## src/rtl/beep_pkg.sv

```systemverilog
package beep_pkg;
  typedef enum logic [1:0] {
    FM_FULL = 2'b00,
    FM_HALF = 2'b01,
    FM_SLOW = 2'b10,
    FM_RSVD = 2'b11
  } freq_mode_e;

  localparam logic REG_CTRL = 1'b0;
  localparam logic REG_TAP  = 1'b1;
endpackage

```

## src/rtl/beep_prescale_cnt.sv

```systemverilog
module beep_prescale_cnt #(
  parameter int CNT_W = 19
) (
  input  logic             clk_i,
  input  logic             rst_ni,
  output logic [CNT_W-1:0] cnt_o
);
  logic             ph_q;
  logic [CNT_W-1:0] cnt_q;

  always_ff @(posedge clk_i or negedge rst_ni) begin
    if (!rst_ni) begin
      ph_q  <= 1'b0;
      cnt_q <= '0;
    end else begin
      ph_q <= ~ph_q;
      if (ph_q) cnt_q <= cnt_q + CNT_W'(1);
    end
  end

  assign cnt_o = cnt_q;


  cnt_step_chk: assert property (@(posedge clk_i) disable iff (!rst_ni)
    ph_q |=> (cnt_q == $past(cnt_q) + CNT_W'(1)));

  cnt_hold_chk: assert property (@(posedge clk_i) disable iff (!rst_ni)
    !ph_q |=> $stable(cnt_q));
endmodule

```

## src/rtl/beep_regs.sv

```systemverilog
module beep_regs #(
  parameter int DW     = 32,
  parameter int SEL_LO = 10,
  parameter int SEL_HI = 18,
  localparam int SEL_W = SEL_HI - SEL_LO + 1
) (
  input  logic             clk_i,
  input  logic             rst_ni,
  input  logic             wr_en_i,
  input  logic             wr_addr_i,
  input  logic [DW-1:0]    wr_data_i,
  output logic             en_o,
  output logic [SEL_W-1:0] sel_o
);
  import beep_pkg::*;

  logic             en_q;
  logic [SEL_W-1:0] sel_q;

  always_ff @(posedge clk_i or negedge rst_ni) begin
    if (!rst_ni) begin
      en_q  <= 1'b0;
      sel_q <= '0;
    end else if (wr_en_i) begin
      if (wr_addr_i == REG_CTRL) en_q  <= wr_data_i[0];
      else                       sel_q <= wr_data_i[SEL_HI:SEL_LO];
    end
  end

  assign en_o  = en_q;
  assign sel_o = sel_q;


  sel_upd_chk: assert property (@(posedge clk_i) disable iff (!rst_ni)
    (wr_en_i && wr_addr_i == REG_TAP) |=> (sel_o == $past(wr_data_i[SEL_HI:SEL_LO])));

  en_keep_chk: assert property (@(posedge clk_i) disable iff (!rst_ni)
    !(wr_en_i && wr_addr_i == REG_CTRL) |=> $stable(en_o));
endmodule

```

## src/rtl/beep_tap_sel.sv

```systemverilog
module beep_tap_sel #(
  parameter int SEL_LO     = 10,
  parameter int SEL_HI     = 18,
  parameter int HALF_SHIFT = 1,
  parameter int SLOW_SHIFT = 5,
  localparam int SEL_W = SEL_HI - SEL_LO + 1,
  localparam int IDX_W = $clog2(SEL_HI + 1)
) (
  input  logic [SEL_W-1:0]           sel_i,
  input  beep_pkg::freq_mode_e       mode_i,
  output logic [IDX_W-1:0]           tap_o,
  output logic                       valid_o
);
  import beep_pkg::*;

  logic [IDX_W-1:0] base;
  logic [IDX_W-1:0] sh;

  always_comb begin
    base    = '0;
    valid_o = 1'b0;
    // descending scan: lowest set bit wins
    for (int i = SEL_W - 1; i >= 0; i--) begin
      if (sel_i[i]) begin
        base    = IDX_W'(SEL_LO + i);
        valid_o = 1'b1;
      end
    end
    case (mode_i)
      FM_HALF: sh = IDX_W'(HALF_SHIFT);
      FM_SLOW: sh = IDX_W'(SLOW_SHIFT);
      default: sh = '0;
    endcase
    tap_o = (base >= sh) ? base - sh : '0;
  end
endmodule

```

## src/rtl/beep_tone_gen.sv

```systemverilog
module beep_tone_gen #(
  parameter int DW         = 32,
  parameter int SEL_LO     = 10,
  parameter int SEL_HI     = 18,
  parameter int HALF_SHIFT = 1,
  parameter int SLOW_SHIFT = 5
) (
  input  logic          clk_i,
  input  logic          rst_ni,
  input  logic          wr_en_i,
  input  logic          wr_addr_i,
  input  logic [DW-1:0] wr_data_i,
  input  logic [1:0]    freq_mode_i,
  output logic          beep_o
);
  import beep_pkg::*;

  localparam int CNT_W = SEL_HI + 1;
  localparam int SEL_W = SEL_HI - SEL_LO + 1;
  localparam int IDX_W = $clog2(SEL_HI + 1);

  logic [CNT_W-1:0] cnt;
  logic             en;
  logic [SEL_W-1:0] sel;
  logic [IDX_W-1:0] tap;
  logic             tap_valid;
  freq_mode_e       mode;

  assign mode = freq_mode_e'(freq_mode_i);

  beep_prescale_cnt #(.CNT_W(CNT_W)) u_cnt (
    .clk_i (clk_i),
    .rst_ni(rst_ni),
    .cnt_o (cnt)
  );

  beep_regs #(.DW(DW), .SEL_LO(SEL_LO), .SEL_HI(SEL_HI)) u_regs (
    .clk_i    (clk_i),
    .rst_ni   (rst_ni),
    .wr_en_i  (wr_en_i),
    .wr_addr_i(wr_addr_i),
    .wr_data_i(wr_data_i),
    .en_o     (en),
    .sel_o    (sel)
  );

  beep_tap_sel #(
    .SEL_LO(SEL_LO), .SEL_HI(SEL_HI),
    .HALF_SHIFT(HALF_SHIFT), .SLOW_SHIFT(SLOW_SHIFT)
  ) u_tap (
    .sel_i  (sel),
    .mode_i (mode),
    .tap_o  (tap),
    .valid_o(tap_valid)
  );

  assign beep_o = en & tap_valid & cnt[tap];


  off_low_chk: assert property (@(posedge clk_i) disable iff (!rst_ni)
    !en |-> !beep_o);

  nosel_low_chk: assert property (@(posedge clk_i) disable iff (!rst_ni)
    (sel == '0) |-> !beep_o);

  tap_full_chk: assert property (@(posedge clk_i) disable iff (!rst_ni)
    (tap_valid && (mode == FM_FULL || mode == FM_RSVD)) |-> (tap >= IDX_W'(SEL_LO)));

  tap_range_chk: assert property (@(posedge clk_i) disable iff (!rst_ni)
    tap_valid |-> (tap <= IDX_W'(SEL_HI)));
endmodule

```

## config.mk

```make
export PLATFORM = sky130hd
export DESIGN_NAME = beep_tone_gen
export DESIGN_NICKNAME = d
export VERILOG_FILES = /design/src/rtl/beep_pkg.sv /design/src/rtl/beep_prescale_cnt.sv /design/src/rtl/beep_regs.sv /design/src/rtl/beep_tap_sel.sv /design/src/rtl/beep_tone_gen.sv
export SDC_FILE = /design/constraint.sdc
export NUM_CORES = 1
export LEC_CHECK = 0
export BUFFER_PORTS_ARGS = -buffer_cell sky130_fd_sc_hd__buf_2
export CAP_MARGIN = 20
export CORE_UTILIZATION = 50
export CTS_CLUSTER_DIAMETER = 80
export DETAILED_ROUTE_END_ITERATION = 6
export PLACE_DENSITY = 0.77
export SLEW_MARGIN = 0
export SYNTH_ARGS = -nofsm -noshare
export SYNTH_HDL_FRONTEND = slang
export SYNTH_HIERARCHICAL = 1
export SYNTH_SLANG_ARGS = --single-unit
```

## constraint.sdc

```tcl
create_clock -name clk_i -period 4.3 [get_ports clk_i]
set_input_delay 0.43 -clock clk_i [delete_from_list [all_inputs] [get_ports clk_i]]
set_output_delay 0.43 -clock clk_i [all_outputs]
set_load 0.02 [all_outputs]
```

; Word-level counts from Yosys, hierarchy flattened
; Index checks and enable logic that the tools add are counted.
; W data, S select, Z words.
[word_totals]
wordCells = 38
out_inout_bits = 1
in_bits = 38
regBits = 30
[op_classes]
mux = 22
n_bitwise = 4
reduce_logical = 2
addsub = 2
n_lt_le_gt_ge = 2
n_eq_ne = 2
[ops]
columns = cell, n
row1 = $mux W5, 10
row2 = $add A19 B1 Y19 const B, 1
row3 = $mux W1, 10
row4 = $lt A5 B6 Y1 const B, 1
row5 = $pmux W3 S2, 1
row6 = $bmux W1 S5, 1
row7 = $ge A5 B3 Y1, 1
row8 = $sub A5 B3 Y5, 1
row9 = $reduce_and A2 Y1, 2
row10 = $and A1 B1 Y1, 2
row11 = $eq A2 B1 Y1 const B, 1
row12 = $eq A2 B2 Y1 const B, 1
row13 = $not A1 Y1, 2

; Logic depth before layout (Yosys ltp)
[depth]
ltp_word = 14
depth_mapped = 13
depth_no_buf = 13

; By module
; Netlist, hierarchy kept.
[by_module_without_submodules]
columns = mod, seq_area_each_um2, instances, cells_each, area_per_inst_um2
row1 = beep_prescale_cnt, 500.5, 1, 69, 878.3
row2 = beep_regs, 250.2, 1, 22, 414.1
row3 = beep_tap_sel, 0.0, 1, 46, 335.3
row4 = beep_tone_gen, 0.0, 1, 23, 226.5

; Worst setup path after synthesis
; Ideal clock, no wire load.
[synth_path]
kind = flip-flop to output port
startpoint = register u_regs.sel_q[4], in the netlist u_regs/sel_o[4]
endpoint = output beep_o
required_time_ns = 3.870
slack_ns = 1.065
arrival_ns = 2.805
path_buffers = 1
stages_incl_launch_ff = 12
path_cell_list = dfrtp_1 -> nor4_2 -> nor3_1 -> ha_1 -> nor2b_1 -> a21oi_1 -> nor2_1 -> buf_6 -> mux4_1 -> mux2_2 -> nand3_2 -> o211ai_2
[synth_between]
elab_chain_cells = 10
elab_cells_between_ends = 17
cone_classes = 1 x add/sub / 1 x order compare / 13 x mux / 2 x bitwise
[synth_rtl]
columns = item, line_no
row1 = start: declaration, beep_regs.sv:18  ; logic [SEL_W-1:0] sel_q;
row2 = start signal: assignment, beep_regs.sv:26  ; else sel_q <= wr_data_i[SEL_HI:SEL_LO];
row3 = $mux W5 (*) (5 in a row), beep_tap_sel.sv:24  ; if (sel_i[i]) begin
row4 = $sub A5 B3 Y5 or $ge A5 B3 Y1 (tied branches), beep_tap_sel.sv:34  ; tap_o = (base >= sh) ? base - sh : '0;
row5 = $mux W5 (*), beep_tap_sel.sv:34
row6 = net tap[0], beep_tone_gen.sv:25  ; logic [IDX_W-1:0] tap;
row7 = $bmux W1 S5 (*), beep_tone_gen.sv:57  ; assign beep_o = en & tap_valid & cnt[tap];
row8 = $mux W1 (not written as such) (*), beep_tone_gen.sv:57
row9 = $and A1 B1 Y1 (*), beep_tone_gen.sv:57
row10 = end: declaration, beep_tone_gen.sv:14  ; output logic beep_o
; The timed path passes the listed nets; every way through them passes the cells marked *. The select of a mux whose other input is x is not followed.

; Final worst setup path
; Ends and elaborated chain as after synthesis.

==> metrics <==
Tmin final roughly 4 ns; Global Route Usage Sum approximately 20%; Worst Hold Class in2async; gr busiest metal met2; via-per-instance ratio roughly 5.5; commonest non-fill, non-tap cell in the layout dfrtp_1; Max-Slew Margin vs Limit between 40% and 50%; synthesis-to-finish area growth 11.3%; period utilization just over 90%; Post-Synthesis Net Count between 200 and 250; met2 Resource Use GR between 30% and 40%; cell-internal power roughly 510 uW; Cell Rows 21; actual slew at the worst max-slew pin a little over 0.8 ns; Syn Area/Cell 11.6 um^2; clk slew on worst S/H paths about 0.07 ns; Cell variety after synth 44; Worst R2R Setup Slack roughly 2.8 ns; Clk pwr share about a third; initial antenna violation count 0; crit start category register; arrival time at the worst endpoint 3.58 ns; CP max stage cell mux4_1; overflow left after global routing 0; Max stage delay on crit path around 0.55 ns; Synth Cell Area 1850 um^2; mux cell area share after synthesis about 15%; DRC violation count after routing 0; Vias about 1.3k; Initial DRT Pass Iterations 4; Synth Register Bits 30; Die Area approximately 4000 um^2; PortBufs 16; # IOs 39; Net Sw Frac between 30 and 40%; vias in the first global route approximately 1.4k; XOR/XNOR Fraction of Synth Area under 10%; status completed; Starting DRT DRC Count 44; Die Width approximately 63 um; critical path fanouts, max 8; Max clock buf depth 2; Clock Sink Count 30; fin nets 224; adder-cell area share of the yosys netlist around 3.4%; initial core utilization between 50% and 60%; Comb pwr share around 24%; RSZ-0062 raised after global routing false; CTS tree built; # diodes 0; Num CTS Buffers 5; commonest non-fill, non-tap cells in the layout 30 x dfrtp_1, 16 x buf_2, 11 x nand2_1, 11 x xnor2_1, 10 x nor2_1; fin. max-slew vios 0; setup_tns 0 ns; hold buffer count at cts 0; simple-gate share of the synthesized area between 20% and 30%; clock latency on the worst-skew pair about 0.28 ns; grt met3 use 5.47%; cell leakage power roughly 1 nW; Post-Route WL ~3400 um; Die Y-Extent around 63 um; Net Switching roughly 220 uW; layout cells sized above 1 between 20% and 30%; post-route ant nets 0; Fmax between 0.2 and 0.25 GHz; Final GP Congestion just over 0.8; Cells after Synth 160; Cell Chain, Critical Path nor4_2 -> nor3_1 -> ha_1 -> nor2b_1 -> a21oi_1 -> nor2_1 -> buf_4 -> mux4_1 -> mux2_2 -> nand3_2 -> o211ai_2 -> buf_2; post-CTS setup buffers 0; root buf cell clkbuf_8; CP bufs+invs 2; Compound-Gate Fraction of Synth Area approximately 8.2%; Cell Pwr Density 354 nW/um^2; number of hold violations in the final report 0; worst r2r path cells 5; final setup vio count 0; first-pass GRT wire length about 6100 um; H-tree depth 2; total of max-cap violations 0; Worst EP required 3.87 ns; synth warn 6; largest family of logic cells by synthesized area simple AND/OR/NAND/NOR gates; largest net degree at the start of global routing 31; routed length per instance about 15 um; cell family with most CP delay simple AND/OR/NAND/NOR gates; WS Path Type reg2out; Final Skew around 0.003 ns; GR Layer Usage met1 between 20% and 30%; hpwl dp 2600 um; post_cts resized 0; sequential area share after synthesis roughly two fifths; total power roughly 730 uW; reg2reg end u_cnt/cnt_o[14]$_DFFE_PN0P_; crit end category output pin; Reg power frac 43.4%; Max IR drop VDD around 0.21 mV; Worst R2R Start u_cnt/cnt_o[0]$_DFFE_PN0P_; Core ar. between 3000 and 4000 um^2
==> metal layers <==
layer / up-vias / part of all wire (%)
met5: - / 0
met4: 0 / 1.2
met3: 5 / 2.8
met2: 14 / 53
met1: 617 / 43
li1: 623 / -
==> area by class of cell <==
type / instances / area, um^2
clock inverters: 2 / 12.5
well taps: 46 / 57.6
inverters: 7 / 26.3
repair buffers: 17 / 87.6
multi-input cells: 120 / 1050
flip-flops and latches: 30 / 751
fillers: 284 / 1380
clock buffers: 6 / 82.6
==> how the worst max path moves through the flow <==
stage               slack, ns  endpoint  cells past startpoint                         from
global route             0.08    beep_o                     12  u_regs/sel_o[4]$_DFFE_PN0P_
CTS                      0.30    beep_o                     12  u_regs/sel_o[4]$_DFFE_PN0P_
floorplan                1.07    beep_o                     11  u_regs/sel_o[4]$_DFFE_PN0P_
finish                   0.29    beep_o                     12  u_regs/sel_o[4]$_DFFE_PN0P_
detailed placement       0.62    beep_o                     12  u_regs/sel_o[4]$_DFFE_PN0P_
global placement         0.71    beep_o                     12  u_regs/sel_o[4]$_DFFE_PN0P_
==> worst reg2reg max path, stage by stage (launching register included) <==
cell and delay (ns):
dfrtp_1 0.42, ha_1 0.25, inv_1 0.10, nor4_4 0.36
nand4_1 0.15, xnor2_1 0.15
==> registers in the layout (all words and copies together), names as in the netlist <==
name / cells
u_cnt/cnt_o: 19
u_regs/sel_o: 9
u_cnt/ph_q: 1
u_regs/en_o: 1
==> Yosys cell counts, drive strengths merged <==
| master | instances | share of area [%] |
|---|---|---|
| ha | 5 | 3.4 |
| o21ai | 4 | 1.1 |
| nand2b | 1 | 0.34 |
| xnor2 | 11 | 5.2 |
| or3b | 1 | 0.47 |
| nor3b | 1 | 0.41 |
| nor3 | 6 | 1.9 |
| nand4b | 1 | 0.47 |
| nand2 | 12 | 2.8 |
| nand3 | 7 | 2.2 |
| nand4 | 5 | 2.5 |
| o211ai | 2 | 1.1 |
| nor4 | 4 | 3.3 |
| mux2i | 4 | 2.2 |
| mux4 | 2 | 2.8 |
| nor2b | 3 | 1.0 |
| o32ai | 1 | 1.5 |
| a21oi | 4 | 1.3 |
| mux2 | 13 | 9.7 |
| nand3b | 4 | 1.6 |
| and4 | 2 | 0.94 |
| xor2 | 8 | 3.8 |
| o21bai | 2 | 0.81 |
| a31oi | 1 | 0.67 |
| or4 | 1 | 0.61 |
| o31ai | 1 | 0.41 |
| o311ai | 2 | 1.3 |
| inv | 7 | 1.4 |
| nor2 | 10 | 2.0 |
| buf | 3 | 1.6 |
| and3 | 2 | 0.67 |
| dfrtp | 30 | 40 |
==> power by group through the flow <==
| stage | Combinational (mW) | Sequential (mW) | Clock, mW |
|---|---|---|---|
| after floorplan | 0.149 | 0.316 | 0 |
| after global placement | 0.172 | 0.321 | 0 |
| after detailed placement | 0.177 | 0.321 | 0 |
| after CTS | 0.178 | 0.316 | 0.246 |
| after global routing | 0.195 | 0.319 | 0.259 |
| final | 0.178 | 0.317 | 0.235 |
==> cells by family (layout without fill, tap and decap cells) <==
kind of cell	after synthesis	count (layout)
simple gates	60	60
fa+ha+maj	5	5
xor+xnor	19	19
flops	30	30
mux	19	19
compound gates	17	17
buf+inv	10	32
==> per-stage QoR <==
| stage | cells | cell area (um^2) | util [%] | hold WS [ns] | setup WS [ns] |
|---|---|---|---|---|---|
| 6_report | 228 | 2060 | 60.0 | 0.171 | 0.285 |
| 3_3_place_gp | 220 | 1970 | 57.2 | 0.462 | 0.710 |
| 3_5_place_dp | 220 | 1970 | 57.2 | 0.475 | 0.618 |
| 4_1_cts | 228 | 2060 | 60.0 | 0.182 | 0.296 |
| 2_1_floorplan | 160 | 1850 | - | 0.134 | 1.07 |
| 5_1_grt | 228 | 2060 | 60.0 | 0.213 | 0.0774 |
Note: power is estimated with default switching activity, not from simulation.
